<file path="src/rtl/mpx_pkg.sv">
package mpx_pkg;

  localparam int BUS_W    = 32;
  localparam int AFIELD_W = 26;
  localparam int CODE_W   = 3;

  typedef enum logic [1:0] {
    SZ_BYTE  = 2'd0,
    SZ_HALF  = 2'd1,
    SZ_WORD  = 2'd2,
    SZ_BURST = 2'd3
  } size_e;

  typedef enum logic [2:0] {
    ST_IDLE,
    ST_ADDR,
    ST_RDGAP,
    ST_SWAIT,
    ST_BEAT,
    ST_DONE
  } state_e;

  function automatic logic [CODE_W-1:0] size_code(size_e s);
    case (s)
      SZ_BYTE:  return 3'b000;
      SZ_HALF:  return 3'b001;
      SZ_WORD:  return 3'b010;
      default:  return 3'b100;
    endcase
  endfunction

  function automatic logic [BUS_W-1:0] addr_word(logic [CODE_W-1:0] code,
                                                  logic [AFIELD_W-1:0] a);
    return {code, {(BUS_W-CODE_W-AFIELD_W){1'b0}}, a};
  endfunction

  function automatic bit is_last_swait(int unsigned cnt, int unsigned limit);
    return (cnt + 1) == limit;
  endfunction

endpackage

</file>
<file path="src/rtl/mpx_wait_timer.sv">
module mpx_wait_timer #(
  parameter int W = 4
) (
  input  logic         clk,
  input  logic         rst_n,
  input  logic         clear,
  input  logic         step,
  input  logic [W-1:0] limit,
  output logic         last
);
  import mpx_pkg::*;

  logic [W-1:0] cnt;

  always_ff @(posedge clk or negedge rst_n) begin
    if (!rst_n)      cnt <= '0;
    else if (clear)  cnt <= '0;
    else if (step)   cnt <= cnt + 1'b1;
  end

  assign last = is_last_swait(int'(cnt), int'(limit));
endmodule

</file>
<file path="src/rtl/mpx_beat_ctr.sv">
module mpx_beat_ctr #(
  parameter int IDX_W = 2
) (
  input  logic             clk,
  input  logic             rst_n,
  input  logic             clear,
  input  logic             adv,
  input  logic [IDX_W-1:0] last_idx,
  output logic [IDX_W-1:0] idx,
  output logic             is_last
);
  always_ff @(posedge clk or negedge rst_n) begin
    if (!rst_n)     idx <= '0;
    else if (clear) idx <= '0;
    else if (adv)   idx <= idx + 1'b1;
  end

  assign is_last = (idx == last_idx);
endmodule

</file>
<file path="src/rtl/mpx_seq.sv">
module mpx_seq
  import mpx_pkg::*;
(
  input  logic   clk,
  input  logic   rst_n,
  input  logic   req_valid,
  input  logic   is_write,
  input  logic   sw_zero,
  input  logic   sw_last,
  input  logic   bus_wait,
  input  logic   beat_last,
  output logic   accept,
  output logic   ev_addr,
  output logic   in_beat,
  output logic   beat_new,
  output logic   active,
  output logic   done,
  output logic   timer_clear,
  output logic   timer_step,
  output logic   beat_clear,
  output logic   beat_adv
);
  state_e state, nxt;
  logic   beat_new_q;

  always_comb begin
    nxt = state;
    case (state)
      ST_IDLE:  if (req_valid) nxt = ST_ADDR;
      ST_ADDR:  nxt = !is_write ? ST_RDGAP : (sw_zero ? ST_BEAT : ST_SWAIT);
      ST_RDGAP: nxt = sw_zero ? ST_BEAT : ST_SWAIT;
      ST_SWAIT: if (sw_last) nxt = ST_BEAT;
      ST_BEAT:  if (!bus_wait && beat_last) nxt = ST_DONE;
      ST_DONE:  nxt = ST_IDLE;
      default:  nxt = ST_IDLE;
    endcase
  end

  always_ff @(posedge clk or negedge rst_n) begin
    if (!rst_n) begin
      state      <= ST_IDLE;
      beat_new_q <= 1'b0;
    end else begin
      state      <= nxt;
      beat_new_q <= (nxt == ST_BEAT) && ((state != ST_BEAT) || !bus_wait);
    end
  end

  assign accept      = (state == ST_IDLE) && req_valid;
  assign ev_addr     = (state == ST_ADDR);
  assign in_beat     = (state == ST_BEAT);
  assign beat_new    = in_beat && beat_new_q;
  assign active      = (state == ST_ADDR) || (state == ST_RDGAP) ||
                       (state == ST_SWAIT) || (state == ST_BEAT);
  assign done        = (state == ST_DONE);
  assign timer_clear = (state != ST_SWAIT);
  assign timer_step  = (state == ST_SWAIT);
  assign beat_clear  = (state == ST_ADDR);
  assign beat_adv    = in_beat && !bus_wait && !beat_last;
endmodule

</file>
<file path="src/rtl/mpx_burst_master.sv">
module mpx_burst_master
  import mpx_pkg::*;
#(
  parameter int ADDR_W    = 26,
  parameter int WAIT_W    = 4,
  parameter int MAX_BEATS = 4
) (
  input  logic                       clk,
  input  logic                       rst_n,
  input  logic [WAIT_W-1:0]          sw_wait,
  input  logic                       req_valid,
  input  logic [ADDR_W-1:0]          req_addr,
  input  logic [1:0]                 req_size,
  input  logic                       req_write,
  input  logic [MAX_BEATS*BUS_W-1:0] req_wdata,
  output logic [MAX_BEATS*BUS_W-1:0] rsp_rdata,
  output logic                       rsp_done,
  output logic                       bus_cs_n,
  output logic                       bus_bs_n,
  output logic                       bus_frame_n,
  output logic                       bus_rd_wr,
  output logic [ADDR_W-1:0]          bus_addr,
  output logic [BUS_W-1:0]           bus_d_out,
  input  logic [BUS_W-1:0]           bus_d_in,
  output logic                       bus_d_oe,
  input  logic                       bus_wait
);
  localparam int IDX_W = (MAX_BEATS > 1) ? $clog2(MAX_BEATS) : 1;

  logic [ADDR_W-1:0] addr_q;
  size_e             size_q;
  logic              write_q;
  logic [WAIT_W-1:0] sw_q;
  logic [IDX_W-1:0]  last_idx_q;
  logic [BUS_W-1:0]  wr_words [MAX_BEATS];
  logic [BUS_W-1:0]  rd_words [MAX_BEATS];
  logic [MAX_BEATS*BUS_W-1:0] wdata_q;

  logic accept, ev_addr, in_beat, beat_new, active, done;
  logic timer_clear, timer_step, beat_clear, beat_adv;
  logic sw_last, beat_last;
  logic [IDX_W-1:0] beat_idx;
  logic ev_beat_end;

  mpx_seq u_seq (
    .clk(clk), .rst_n(rst_n), .req_valid(req_valid), .is_write(write_q),
    .sw_zero(sw_q == '0), .sw_last(sw_last), .bus_wait(bus_wait),
    .beat_last(beat_last), .accept(accept), .ev_addr(ev_addr),
    .in_beat(in_beat), .beat_new(beat_new), .active(active), .done(done),
    .timer_clear(timer_clear), .timer_step(timer_step),
    .beat_clear(beat_clear), .beat_adv(beat_adv)
  );

  mpx_wait_timer #(.W(WAIT_W)) u_timer (
    .clk(clk), .rst_n(rst_n), .clear(timer_clear), .step(timer_step),
    .limit(sw_q), .last(sw_last)
  );

  mpx_beat_ctr #(.IDX_W(IDX_W)) u_beats (
    .clk(clk), .rst_n(rst_n), .clear(beat_clear), .adv(beat_adv),
    .last_idx(last_idx_q), .idx(beat_idx), .is_last(beat_last)
  );

  assign ev_beat_end = in_beat && !bus_wait;

  always_ff @(posedge clk or negedge rst_n) begin
    if (!rst_n) begin
      addr_q     <= '0;
      size_q     <= SZ_BYTE;
      write_q    <= 1'b0;
      sw_q       <= '0;
      last_idx_q <= '0;
      wdata_q    <= '0;
    end else if (accept) begin
      addr_q     <= req_addr;
      size_q     <= size_e'(req_size);
      write_q    <= req_write;
      sw_q       <= sw_wait;
      last_idx_q <= (size_e'(req_size) == SZ_BURST) ? IDX_W'(MAX_BEATS-1) : '0;
      wdata_q    <= req_wdata;
    end
  end

  always_ff @(posedge clk or negedge rst_n) begin
    if (!rst_n) begin
      for (int i = 0; i < MAX_BEATS; i++) rd_words[i] <= '0;
    end else if (accept) begin
      for (int i = 0; i < MAX_BEATS; i++) rd_words[i] <= '0;
    end else if (ev_beat_end && !write_q) begin
      rd_words[beat_idx] <= bus_d_in;
    end
  end

  for (genvar g = 0; g < MAX_BEATS; g++) begin : g_words
    assign wr_words[g] = wdata_q[g*BUS_W +: BUS_W];
    assign rsp_rdata[g*BUS_W +: BUS_W] = rd_words[g];
  end

  always_comb begin
    if (ev_addr)
      bus_d_out = addr_word(size_code(size_q), AFIELD_W'(addr_q));
    else
      bus_d_out = wr_words[beat_idx];
  end

  assign bus_d_oe    = ev_addr || (active && write_q);
  assign bus_cs_n    = !active;
  assign bus_frame_n = !active;
  assign bus_bs_n    = !(ev_addr || beat_new);
  assign bus_rd_wr   = !(active && write_q);
  assign bus_addr    = addr_q;
  assign rsp_done    = done;
endmodule

</file>
<file path="config.mk">
export PLATFORM = sky130hd
export DESIGN_NAME = mpx_burst_master
export DESIGN_NICKNAME = d
export VERILOG_FILES = /design/src/rtl/mpx_pkg.sv /design/src/rtl/mpx_wait_timer.sv /design/src/rtl/mpx_beat_ctr.sv /design/src/rtl/mpx_seq.sv /design/src/rtl/mpx_burst_master.sv
export SDC_FILE = /design/constraint.sdc
export NUM_CORES = 1
export LEC_CHECK = 0
export ABC_AREA = 1
export CAP_MARGIN = 20
export CORE_ASPECT_RATIO = 0.9
export CORE_MARGIN = 5
export CORE_UTILIZATION = 48
export CTS_CLUSTER_DIAMETER = 80
export DETAILED_ROUTE_END_ITERATION = 8
export PLACE_DENSITY_LB_ADDON = 0.12
export SETUP_SLACK_MARGIN = 0.5
export SLEW_MARGIN = 20
export SYNTH_ARGS = -nofsm -noshare
export SYNTH_HDL_FRONTEND = slang
export SYNTH_HIERARCHICAL = 1
export SYNTH_SLANG_ARGS = --single-unit
</file>
<file path="constraint.sdc">
create_clock -name clk -period 2.2 [get_ports clk]
set_input_delay 0.22 -clock clk [delete_from_list [all_inputs] [get_ports clk]]
set_output_delay 0.22 -clock clk [all_outputs]
set_load 0.005 [all_outputs]
</file>
# Word level (Yosys, flattened, before mapping)
# Index checks and enable logic that the tools add are counted.
[classes]
addsub = 3
n_eq_ne = 13
n_mux = 21
reduce_logical = 27
order_cmp = 2
n_bitwise = 1
[op_table]
columns = ["cell", "n"]
rows = [
  ["2-to-1 mux 128 bit", 2],
  ["bitwise mux 128 bit", 1],
  ["2-to-1 mux 32 bit", 4],
  ["binary-select mux 32 bit (select 2 bit)", 1],
  ["demux 32 bit (select 2 bit)", 1],
  ["equality test 32 x 4 -> 1 bit", 1],
  ["2-to-1 mux 3 bit", 5],
  ["case mux 3 bit (5 select lines)", 1],
  ["equality test 3 bit (second input constant)", 3],
  ["logical AND 1 bit", 9],
  ["case mux 3 bit (3 select lines)", 1],
  ["2-to-1 mux 4 bit", 2],
  ["equality test 3 x 2 -> 1 bit (second input constant)", 2],
  ["logical NOT 1 bit", 6],
  ["logical OR 1 bit", 6],
  ["2-to-1 mux 2 bit", 3],
  ["nonzero test 2 bit", 3],
  ["adder 4 x 1 -> 5 bit (second input constant)", 1],
  ["adder 4 x 1 -> 4 bit (second input constant)", 1],
  ["equality test 2 bit (second input constant)", 2],
  ["logical NOT 4 bit", 1],
  ["equality test 3 x 1 -> 1 bit (second input constant)", 1],
  ["greater-or-equal comparator 3 bit (second input constant)", 1],
  ["logical NOT 3 bit", 1],
  ["other kinds (8)", 8],
]
[word_totals]
inputBits = 197
ff_bits = 301
elab_cells = 81
output_inout_bits = 192

# Longest topological paths before layout
[logic_depth]
word_depth = 8
mapped_depth = 15

# Modules after synthesis
# The synthesis kept the hierarchy.
[modules_own_cells]
columns = ["mod", "cells_each", "area_each_um2", "seq_area_each_um2", "n_inst"]
rows = [
  ["mpx_burst_master", 1721, 12903.6, 7257.0, 1],
  ["mpx_wait_timer", 46, 301.5, 100.1, 1],
  ["mpx_seq", 48, 300.3, 100.1, 1],
  ["mpx_beat_ctr", 22, 130.1, 50.0, 1],
]

# Worst setup path after synthesis
# No wires, ideal clock.
[synth_timing]
path_kind = "flip-flop to output port"
start = "register u_seq.state[1]"
end = "output bus_d_out[20]"
n_path_buf = 3
arrival_ps = 1492
required_time_ps = 1980
setup_slack_ps = 488
path_stages_with_launch = 7
path_cell_list = "dfrtp_1 nor3_1 buf_4 clkbuf_1 clkbuf_1 nand2_1 nand2_1"
[synth_via]
elab_chain_cells = 2
[synth_lines]
columns = ["item", "line", "text"]
rows = [
  ["from (decl)", "mpx_seq.sv:23", "state_e state, nxt;"],
  ["from (signal assigned)", "mpx_seq.sv:44", "state <= nxt;"],
  ["equality test 3 x 1 -> 1 bit", "n/a", ""],
  ["named net beat_clear", "mpx_burst_master.sv:40", "logic timer_clear, timer_step, beat_clear, beat_adv;"],
  ["2-to-1 mux 32 bit", "mpx_burst_master.sv:100", "if (ev_addr)"],
  ["to (decl)", "mpx_burst_master.sv:23", "output logic [BUS_W-1:0] bus_d_out,"],
]
# The timed path passes the listed nets, and every way through them passes these cells.

# Worst setup path in the final report
[layout_timing]
start = "register u_seq.state[0]"
end = "output bus_d_out[31]"
# The elaborated chain is that of the path after synthesis.

==> impl_metrics.json <==
{
  "cts_buffers": 34,
  "clockBufferDepth": 3,
  "crit_type": "reg -> out",
  "grt_pass1_wl_mm": 79.36,
  "syn_inst": 1837,
  "portBuffers": 388,
  "violations": "negative setup slack",
  "routedWlPerCell_um": 21.11,
  "finalSetupViolations": 28,
  "netlist_top_cells_area": "dfrtp_1, nand2_1, nand3_1",
  "gp_congestion": 0.8916,
  "rows": 58,
  "post-place-cells": 2523,
  "synth_edf_count": 0,
  "remaining_drc_errors": 0,
  "syn_to_final_growth_pct": 63.13,
  "dp_hpwl_mm": 30.42,
  "rsz0062_at_grt": "yes",
  "r2r-end": "rsp_rdata[30]",
  "clkLatencyLatePin_ps": 520,
  "clkTransAtPathRegs_ps": 70,
  "initial_core_util_pct": 48.68,
  "instances_no_fill": 2697,
  "place_ws_ps": 177.6,
  "ys_top_cells_by_count": "nand2_1, dfrtp_1, nand3_1",
  "synth_flop_cell": "dfrtp_1",
  "ys_types": 23,
  "power_w": 0.02635,
  "core_area_um2": 28010,
  "end_kind": "primary output",
  "grt-ovfl-total": 0,
  "setup_ws_ps": -121.0,
  "yosys_warnings": 6,
  "synth_area_leader_cell": "dfrtp_1",
  "ir_worst_vdd_uv": 761.5,
  "clock_skew_ps": 25.64,
  "clock_sinks": 300,
  "power_density_nw_per_um2": 1185,
  "dr.pass1.iters": 5,
  "outcome": "finished, violations left",
  "max_freq_mhz": 430.9,
  "syn-cell-area_um2": 13640,
  "htreeDepth": 2,
  "async_flop_share_pct": 100.0,
  "synth-seq-area-share_pct": 55.06,
  "critPathArrivalTime_ps": 2100,
  "worstSetupEndpoint": "bus_d_out[31]",
  "ff2ff_setup_slack_ps": 10,
  "die_area_um2": 31880,
  "drt-vias-per-instance": 5.455,
  "path_max_fanout": 5,
  "drive_gt1_share_pct": 22.00,
  "worst_slew_pin_slew_ps": 598.3,
  "die_y_um": 169.9,
  "cp_data_required_time_ps": 1980,
  "fin_crit_sh_pct": 105.5,
  "cts_tree": "yes",
  "track_usage_pct": 31.41,
  "synth.top_cell.area_share_pct": 55.06,
  "drtIter0Drc": 1290,
  "synth_fp_nets": 2035,
  "ioPinCount": 389,
  "whs_ps": 228.6,
  "fin_tns_setup_ps": -1113,
  "grt_max_degree": 64,
  "reg2reg_depth": 14,
  "ant_nets": 0,
  "slew_headroom_pct": 59.96,
  "hold_path.class": "in -> async",
  "crit_path_start_kind": "register",
  "fin_crit_ps": 2321,
  "vias": 14712,
  "hold_viol": 0,
  "synth-seq-cells": 300,
  "die_w_um": 187.7,
  "synthMostInstantiatedCell": "nand2_1",
  "max-cap-violations": 0,
  "nets": 2507,
  "slew_violations": 0,
  "routed_wl_mm": 56.92,
  "syn_area_per_cell_um2": 7.423,
  "leakage_nw": 11.65,
  "r2r-start": "u_seq/state[1]",
  "first_global_vias": 13755,
  "clk_root_buffer_cell": "clkbuf_16",
  "antenna_found_initial": 8,
  "setup.worst_path.start": "u_seq/state[0]"
}
[where the power goes]
part	switching, W	internal, W	total [W]
Sequential	0.00109	0.00714	0.00822
Combinational	0.00655	0.00559	0.0121
Clock	0.00236	0.00361	0.00598
[cell usage in the layout, fill, tap and decap left out, drive strengths merged, types with 2 or more instances in the layout]
master | synthesis | routed
inv | 76 | 79
clkdlybuf4s50 | 0 | 349
clkinvlp | 0 | 2
clkbuf | 53 | 58
nor2 | 59 | 59
diode | 0 | 5
nor3 | 4 | 4
buf | 52 | 170
nand4 | 4 | 4
o22ai | 2 | 2
a21oi | 2 | 2
dfrtp | 300 | 300
nand2 | 1119 | 1119
bufbuf | 0 | 5
nand3 | 150 | 150
o21ai | 11 | 11
bufinv | 0 | 5
clkinv | 0 | 7
[flip-flops by register name, indices dropped and copies added (netlist names)]
| signal | count |
|---|---|
| u_seq/beat_new_q | 1 |
| u_seq/state | 3 |
| size_q | 2 |
| rsp_rdata | 128 |
| u_timer/cnt | 4 |
| sw_q | 4 |
| wdata_q | 128 |
| bus_addr | 26 |
| last_idx_q | 1 |
| write_q | 1 |
| u_beats/idx | 2 |
[final cells by class]
class | instances | area (um^2)
multi-input combinational | 1356 | 6515
tap | 360 | 450.4
clock inverter | 13 | 200.2
inverter | 76 | 355.3
fill | 1794 | 5768
timing repair inverter | 4 | 37.54
antenna | 5 | 12.51
timing repair buffer | 537 | 6211
sequential | 300 | 7515
clock buffer | 46 | 947.2
[cell families after synthesis]
| family | after synthesis | synth area share [%] |
|---|---|---|
| and+or+nand+nor | 1339 | 38.69 |
| DFF | 300 | 55.06 |
| buffers and inverters | 181 | 5.533 |
| AOI/OAI and AO/OA | 15 | 0.5689 |
| xor gates and xnor gates | 1 | 0.06424 |
| adders and majority gates | 1 | 0.09175 |
[stage by stage]
step	instance area [um^2]	util, %
after floorplan	13640	-
after global placement	18120	64.70
after detailed placement	18120	64.70
after CTS	20710	73.92
after global routing	22240	79.41
final	22240	79.41
[repair_timing]
item,4_1_cts,5_1_grt
buffers inserted,56,17
hold buffers,1,0
hold endpoints to repair,47,0
cloned,20,16
setup endpoints to repair,258,345
resized for setup,309,270
pin swaps,39,83
[worst min path at each step]
stage	to	slack [ps]
3_3_place_gp	bus_addr[9]	180
3_5_place_dp	bus_addr[9]	180
4_1_cts	wdata_q[110]	230
6_report	bus_addr[9]	230
2_1_floorplan	bus_addr[0]	-80
5_1_grt	wdata_q[75]	250
[per-layer routing]
metal	routed length [um]	part of all wire, %	global-route usage [%]	vias up
met5	37	0.065	0	-
li1	-	-	-	6577
met4	2843	5.0	10.63	6
met3	5557	9.8	7.322	204
met1	21790	38	42.31	7061
met2	26700	47	50.84	864
[critical path, stage by stage (launching register included)]
cell and delay (ps):
dfrtp_1 380, inv_2 70, nor3_4 210, buf_6 150
clkinvlp_4 120, buf_12 160, buf_12 130, buf_4 130
nand2_4 60, nand2_4 50, buf_6 110
No activity file was read; power rests on OpenSTA's default activity.
